--- src/rtl/alu8_flags.sv ---
`timescale 1ns/1ps
module alu8_flags (
  input  logic [7:0] a_in,
  input  logic [7:0] b_in,
  input  logic [3:0] op,
  input  logic       c_in,
  input  logic       h_in,
  output logic [7:0] y,
  output logic       y_we,
  output logic       n_we,
  output logic       v_we,
  output logic       h_we,
  output logic       z_we,
  output logic       c_we,
  output logic       n,
  output logic       v,
  output logic       h,
  output logic       z,
  output logic       c
);
  localparam logic [3:0] OP_ADC = 4'd0,  OP_SBC = 4'd1,  OP_CMP = 4'd2,  OP_AND = 4'd3,
                         OP_OR  = 4'd4,  OP_XOR = 4'd5,  OP_ASL = 4'd6,  OP_LSR = 4'd7,
                         OP_ROL = 4'd8,  OP_ROR = 4'd9,  OP_INC = 4'd10, OP_DEC = 4'd11,
                         OP_XCN = 4'd12, OP_DAA = 4'd13, OP_DAS = 4'd14;

  logic [8:0] sum9, dif9, cmp9;
  logic [7:0] step;
  logic       lo_fix, dec_c, fv, fh, fc;

  assign sum9 = {1'b0, a_in} + {1'b0, b_in} + {8'd0, c_in};
  assign dif9 = {1'b0, a_in} - {1'b0, b_in} - {8'd0, ~c_in};
  assign cmp9 = {1'b0, a_in} - {1'b0, b_in};

  always_comb begin
    y      = a_in;
    y_we   = 1'b0;
    n_we   = 1'b0;
    v_we   = 1'b0;
    h_we   = 1'b0;
    z_we   = 1'b0;
    c_we   = 1'b0;
    fv     = 1'b0;
    fh     = 1'b0;
    fc     = 1'b0;
    step   = a_in;
    lo_fix = 1'b0;
    dec_c  = c_in;
    case (op)
      OP_ADC: begin
        y = sum9[7:0];
        fc = sum9[8];
        fv = (a_in[7] == b_in[7]) && (sum9[7] != a_in[7]);
        fh = a_in[4] ^ b_in[4] ^ sum9[4];
        {y_we, n_we, v_we, h_we, z_we, c_we} = 6'b111111;
      end
      OP_SBC: begin
        y = dif9[7:0];
        fc = ~dif9[8];
        fv = (a_in[7] != b_in[7]) && (dif9[7] != a_in[7]);
        fh = ~(a_in[4] ^ b_in[4] ^ dif9[4]);
        {y_we, n_we, v_we, h_we, z_we, c_we} = 6'b111111;
      end
      OP_CMP: begin
        y = cmp9[7:0];
        fc = ~cmp9[8];
        {n_we, z_we, c_we} = 3'b111;
      end
      OP_AND, OP_OR, OP_XOR: begin
        y = (op == OP_AND) ? (a_in & b_in) : (op == OP_OR) ? (a_in | b_in) : (a_in ^ b_in);
        {y_we, n_we, z_we} = 3'b111;
      end
      OP_ASL, OP_ROL: begin
        y = {a_in[6:0], (op == OP_ROL) & c_in};
        fc = a_in[7];
        {y_we, n_we, z_we, c_we} = 4'b1111;
      end
      OP_LSR, OP_ROR: begin
        y = {(op == OP_ROR) & c_in, a_in[7:1]};
        fc = a_in[0];
        {y_we, n_we, z_we, c_we} = 4'b1111;
      end
      OP_INC, OP_DEC: begin
        y = (op == OP_INC) ? a_in + 8'd1 : a_in - 8'd1;
        {y_we, n_we, z_we} = 3'b111;
      end
      OP_XCN: begin
        y = {a_in[3:0], a_in[7:4]};
        {y_we, n_we, z_we} = 3'b111;
      end
      OP_DAA: begin
        lo_fix = (a_in[3:0] > 4'd9) || h_in;
        step   = lo_fix ? a_in + 8'h06 : a_in;
        dec_c  = c_in || (lo_fix && (a_in > 8'hF0));
        fc     = (step > 8'h9F) || dec_c;
        y      = fc ? step + 8'h60 : step;
        {y_we, n_we, z_we, c_we} = 4'b1111;
      end
      OP_DAS: begin
        lo_fix = (a_in[3:0] > 4'd9) || !h_in;
        step   = lo_fix ? a_in - 8'h06 : a_in;
        fc     = !((step > 8'h9F) || !c_in);
        y      = fc ? step : step - 8'h60;
        {y_we, n_we, z_we, c_we} = 4'b1111;
      end
      default: ;
    endcase
  end

  assign n = n_we & y[7];
  assign z = z_we & (y == 8'h00);
  assign v = v_we & fv;
  assign h = h_we & fh;
  assign c = c_we & fc;
endmodule

--- config.mk ---
export PLATFORM = sky130hd
export DESIGN_NAME = alu8_flags
export DESIGN_NICKNAME = d
export VERILOG_FILES = /design/src/rtl/alu8_flags.sv
export SDC_FILE = /design/constraint.sdc
export NUM_CORES = 1
export LEC_CHECK = 0
export CORE_ASPECT_RATIO = 1.4
export CORE_MARGIN = 2
export CORE_UTILIZATION = 25
export DETAILED_ROUTE_END_ITERATION = 16
export GPL_ROUTABILITY_DRIVEN = 0
export GPL_TIMING_DRIVEN = 0
export PLACE_DENSITY = 0.52
export SETUP_SLACK_MARGIN = 0.3
export SLEW_MARGIN = 20
export SYNTH_ARGS = -nofsm -noshare
export SYNTH_HDL_FRONTEND = slang
export SYNTH_SLANG_ARGS = --single-unit
export TNS_END_PERCENT = 100
--- constraint.sdc ---
create_clock -name vclk -period 7.4
set_input_delay 0.74 -clock vclk [all_inputs]
set_output_delay 0.74 -clock vclk [all_outputs]
set_load 0.1 [all_outputs]
== After elaboration in Yosys (flattened, before gate mapping) ==
Cells that the tools add are included.
Cells by class
  add/subtract/negate cells: 10
  magnitude comparators: 4
  equal/unequal tests: 18
  muxes and demuxes: 15
  bitwise logic cells: 17
  reduce and logical (&&, ||, !) cells: 21
Operators by type and width (count)
  case mux 8 bit (10 select lines): 1
  2-to-1 mux 8 bit: 7
  == test 4 bit (second input constant): 7
  > comparator 8 bit (second input constant): 3
  == test 4 x 3 -> 1 bit (second input constant): 4
  OR reduction 15 bit: 1
  OR reduction 14 bit: 1
  adder 8 x 8 -> 9 bit: 1
  adder 9 x 1 -> 9 bit: 1
  OR reduction 9 bit: 1
  subtractor 8 x 8 -> 9 bit: 1
  subtractor 9 x 1 -> 9 bit: 1
  adder 8 x 1 -> 8 bit (second input constant): 1
  adder 8 x 3 -> 8 bit (second input constant): 1
  adder 8 x 7 -> 8 bit (second input constant): 1
  bitwise AND 8 bit: 1
  == test 4 x 2 -> 1 bit (second input constant): 2
  logical NOT 8 bit: 1
  bitwise OR 8 bit: 1
  OR reduction 2 bit: 4
  subtractor 8 x 1 -> 8 bit (second input constant): 1
  subtractor 8 x 3 -> 8 bit (second input constant): 1
  subtractor 8 x 7 -> 8 bit (second input constant): 1
  bitwise XOR 8 bit: 1
  15 further kinds: 40
Storage, ports and cells
  register bits: 0
  input bits: 22
  output and inout bits: 19
  logic and storage cells: 85

== Logic depth before layout (Yosys ltp) ==
  depth after elaboration: 9
  depth in mapped cells: 15
  depth with buffers taken out: 14

== Worst setup path after synthesis ==
OpenSTA, ideal clock, no wires.
  path kind: input to output
  start: input port a_in[3]
  end: output port z
  data arrival time: 5.245 ns
  required time: 6.660 ns
  setup slack: 1.415 ns
  cell stages on the path: 13
  path buffers: 3
  cell sequence: buf_2 -> clkbuf_1 -> inv_1 -> ha_1 -> buf_6 -> nor2b_1 -> a21o_2 -> xnor2_1 -> nor4_1 -> xnor2_1 -> a22oi_1 -> a22oi_1 -> nor3_2
On the way
  cells in the longest elaborated chain, start to end: 9
  elaborated cells on any way between the ends: 33
  those cells by class: add/sub: 10; order compare: 4; mux: 8; bitwise: 4; reduce/logical: 7
Ends and longest elaborated chain
  start: declaration: line 3  | input logic [7:0] a_in,
  branches (longest 6 deep; another with subtractor 8 x 3 -> 8 bit)
  case mux 8 bit (10 select lines) *: line 48  | case (op)
  named net y[6]: line 8  | output logic [7:0] y,
  logical NOT 8 bit *: line 110  | assign z = z_we & (y == 8'h00);
  bitwise AND 1 bit *: line 110
  end: declaration: line 18  | output logic z,
Mark *: on every way through the listed nets, which the timed path passes.

== Worst setup path in the final report ==
  start: input port a_in[3]
  end: output port z
On the way
  cells in the longest elaborated chain, start to end: 9
  elaborated cells on any way between the ends: 33
  those cells by class: add/sub: 10; order compare: 4; mux: 8; bitwise: 4; reduce/logical: 7
Ends and longest elaborated chain (line)
  branches (longest 6 deep; another with subtractor 8 x 3 -> 8 bit)
  case mux 8 bit (10 select lines) *: 48
  logical NOT 8 bit *: 110
  bitwise AND 1 bit *: 110
Every way passes the cells marked *.

==> results.txt <==
Setup repair bufs after CTS: 0
Worst slew pin tran: 0.9837 ns
Crit path max fanout: 10
First-pass GRT wire length: 23020 microns
Max transition margin: 0.3392
Pwr Density: 94.59 nW/um^2
Syn Nets: 585
Fillcell total: 1525
Peak VDD IR: 33.21 uV
TritonRoute pass-1 iters: 6
FMAX: 0.1480 GHz
Final setup violating endpoints: 0
PortBufs: 41
Commonest cells after routing, fill and taps aside: clkdlybuf4s50_1 (41), inv_1 (39), nor2_1 (39)
Die ar.: 15020 sq um
Die width: 104.2 microns
# resized after CTS: 0
Leading cell type in the layout, fill and taps excluded: clkdlybuf4s50_1
Detail Route Antenna Nets: 0
Area Growth Syn to Fin: 18.75%
RSZ-0062 raised after global routing: false
Arrival @ worst endpoint: 6.02 ns
Share of layout cells above drive strength 1: 0.07434
Slowest CP cell: clkdlybuf4s50_1
Critical path endpoint category: primary output
Setup TNS: 0 ns
Initial antenna violation count: 0
Final net count: 629
Final cell area excluding filler cells: 4169 sq um
# rows: 51
Multi-input gate area: 3173 sq um
Overflow after GRT: 0
Data required, critical path: 6.66 ns
DP HPWL: 12040 microns
DR vias/cell: 5.837
Top-area cell type share of the netlist area: 0.1283
Largest net degree at the start of global routing: 13
Register area share after synthesis: 0
DR DRC count: 0
Status: completed
Worst Setup EP: z
Seq_cells: 0
Netlist cell types: 80
Overall fraction of global-route tracks in use: 0.1899
Initial Utilization: 0.2535
Slowest stage delay, CP: 1.15 ns
Worst path cell trace: clkdlybuf4s50_1 -> buf_2 -> clkbuf_1 -> inv_1 -> ha_1 -> buf_6 -> nor2b_1 -> a21o_2 -> xnor2_1 -> a22oi_1 -> o311ai_0 -> o31ai_1 -> o2111ai_1 -> nor3_2 -> clkdlybuf4s50_1
Leading area contributor after synthesis: ha_1
Critical Path Source: a_in[3]
Mean post-synth cell area: 6.713 sq um
Cell count after synthesis: 523
Clk_buf instances: 0
Initial drt markers: 296
Core footprint: 13850 sq um
Post-Synthesis Cell Area: 3511 sq um
Power, Total: 0.0003944 W
Vias in the first global route: 4218
Final Critical Period: 6.756 ns
ANT cells: 0
Final wirelength: 14760 microns
Final Hold Viols: 0
Fin. max-slew vios: 0
CP Launch Type: input port
Wirelength per Cell: 19.68 microns
Critical path class: in2out
Chip Height: 144.2 microns
Io pins: 41
Ys Warns: 0
Final Core Density: 0.3011
Tcrit/Tclk final: 0.9129
Top cells by area, synth: ha_1 (13%), a21oi_1 (5.4%), xnor2_1 (5.2%)
Leakage: 1.538 nW
Max-cap violations: 0
Sequential Area: 0 sq um
Detailed-route via count: 4378
Hold Buf Count CTS: 0
Most frequent CP cell: clkdlybuf4s50_1
Placed Area: 4169 sq um
Worst hold path type: in2out
[layout make-up]
cell class                      instances  area share
Tap cell                              185     0.05552
Timing Repair Buffer                   42     0.09964
Multi-Input combinational cell        440      0.7611
Inverter                               40     0.03601
Buffer                                 43     0.04772
[power by group]
part	total, W	switching, W	internal (W)
Combinational	0.000394	0.000266	0.000128
Clock	0	0	0
Sequential	0	0	0
Total	0.000394	0.000266	0.000128
[per-layer routing]
layer	vias up	wire length, microns	track usage
li1	2041	-	-
met1	2005	5355	0.2115
met2	259	7457	0.3643
met3	73	1012	0.01352
met4	0	935	0.09317
met5	-	0	0
[worst max-delay path, delay by kind of cell]
family	cells	cell delay (ns)
fa+ha+maj	1	0.33
compound gates	5	1.41
simple gates	2	0.50
buf+inv	6	2.90
xor+xnor	1	0.13
[how the worst min path moves through the flow]
stage | slack, ns | endpoint | start | cells past startpoint
after detailed placement | 3.35 | c_we | op[2] | 5
after CTS | 3.35 | c_we | op[2] | 5
after floorplan | 2.13 | y[5] | a_in[5] | 3
after global routing | 3.41 | c_we | op[2] | 5
final | 3.34 | c_we | op[2] | 5
after global placement | 3.33 | c_we | op[2] | 5
[cell families (layout without fill, tap and decap cells)]
family | count (synthesis) | after routing | share of synthesized area
adder cells (fa/ha/maj) | 40 | 40 | 0.1511
AND/OR/NAND/NOR | 187 | 187 | 0.2901
XOR/XNOR | 27 | 27 | 0.06950
multiplexers | 12 | 12 | 0.03813
buffers and inverters | 83 | 125 | 0.09943
AO/OA/AOI/OAI | 174 | 174 | 0.3518
[synthesized netlist by cell type (3+ instances only)]
master,instances
inv_1,39
nor2_1,39
a21oi_1,38
nand2_1,37
ha_1,36
o21ai_0,31
clkbuf_1,23
nor3_1,21
xnor2_1,21
a211oi_1,15
nand2b_1,15
nand3_1,14
mux2i_1,10
buf_2,9
a211o_1,8
nand3b_1,7
nor4_1,7
a31oi_1,6
buf_1,6
nand4_1,6
nor2b_1,6
o211ai_1,6
a22oi_1,5
o21a_1,5
xor2_1,5
a21o_1,4
a311oi_1,4
fa_1,4
o2111ai_1,4
o21bai_1,4
o22ai_1,4
o32ai_1,4
a2111oi_0,3
and3_1,3
buf_4,3
nand4b_1,3
nor4b_1,3
o221ai_1,3
o31ai_1,3
or2_2,3
or3_1,3
or4_1,3
[stage by stage]
step / worst slack (ns) / hold slack (ns) / instances
detailed placement: 0.6774 / 3.348 / 750
global placement: 0.7123 / 3.326 / 749
finish: 0.6444 / 3.341 / 750
CTS: 0.6565 / 3.352 / 750
global route: 0.3783 / 3.408 / 750
floorplan: 1.415 / 2.133 / 523
Note: power is estimated with default switching activity, not from simulation.
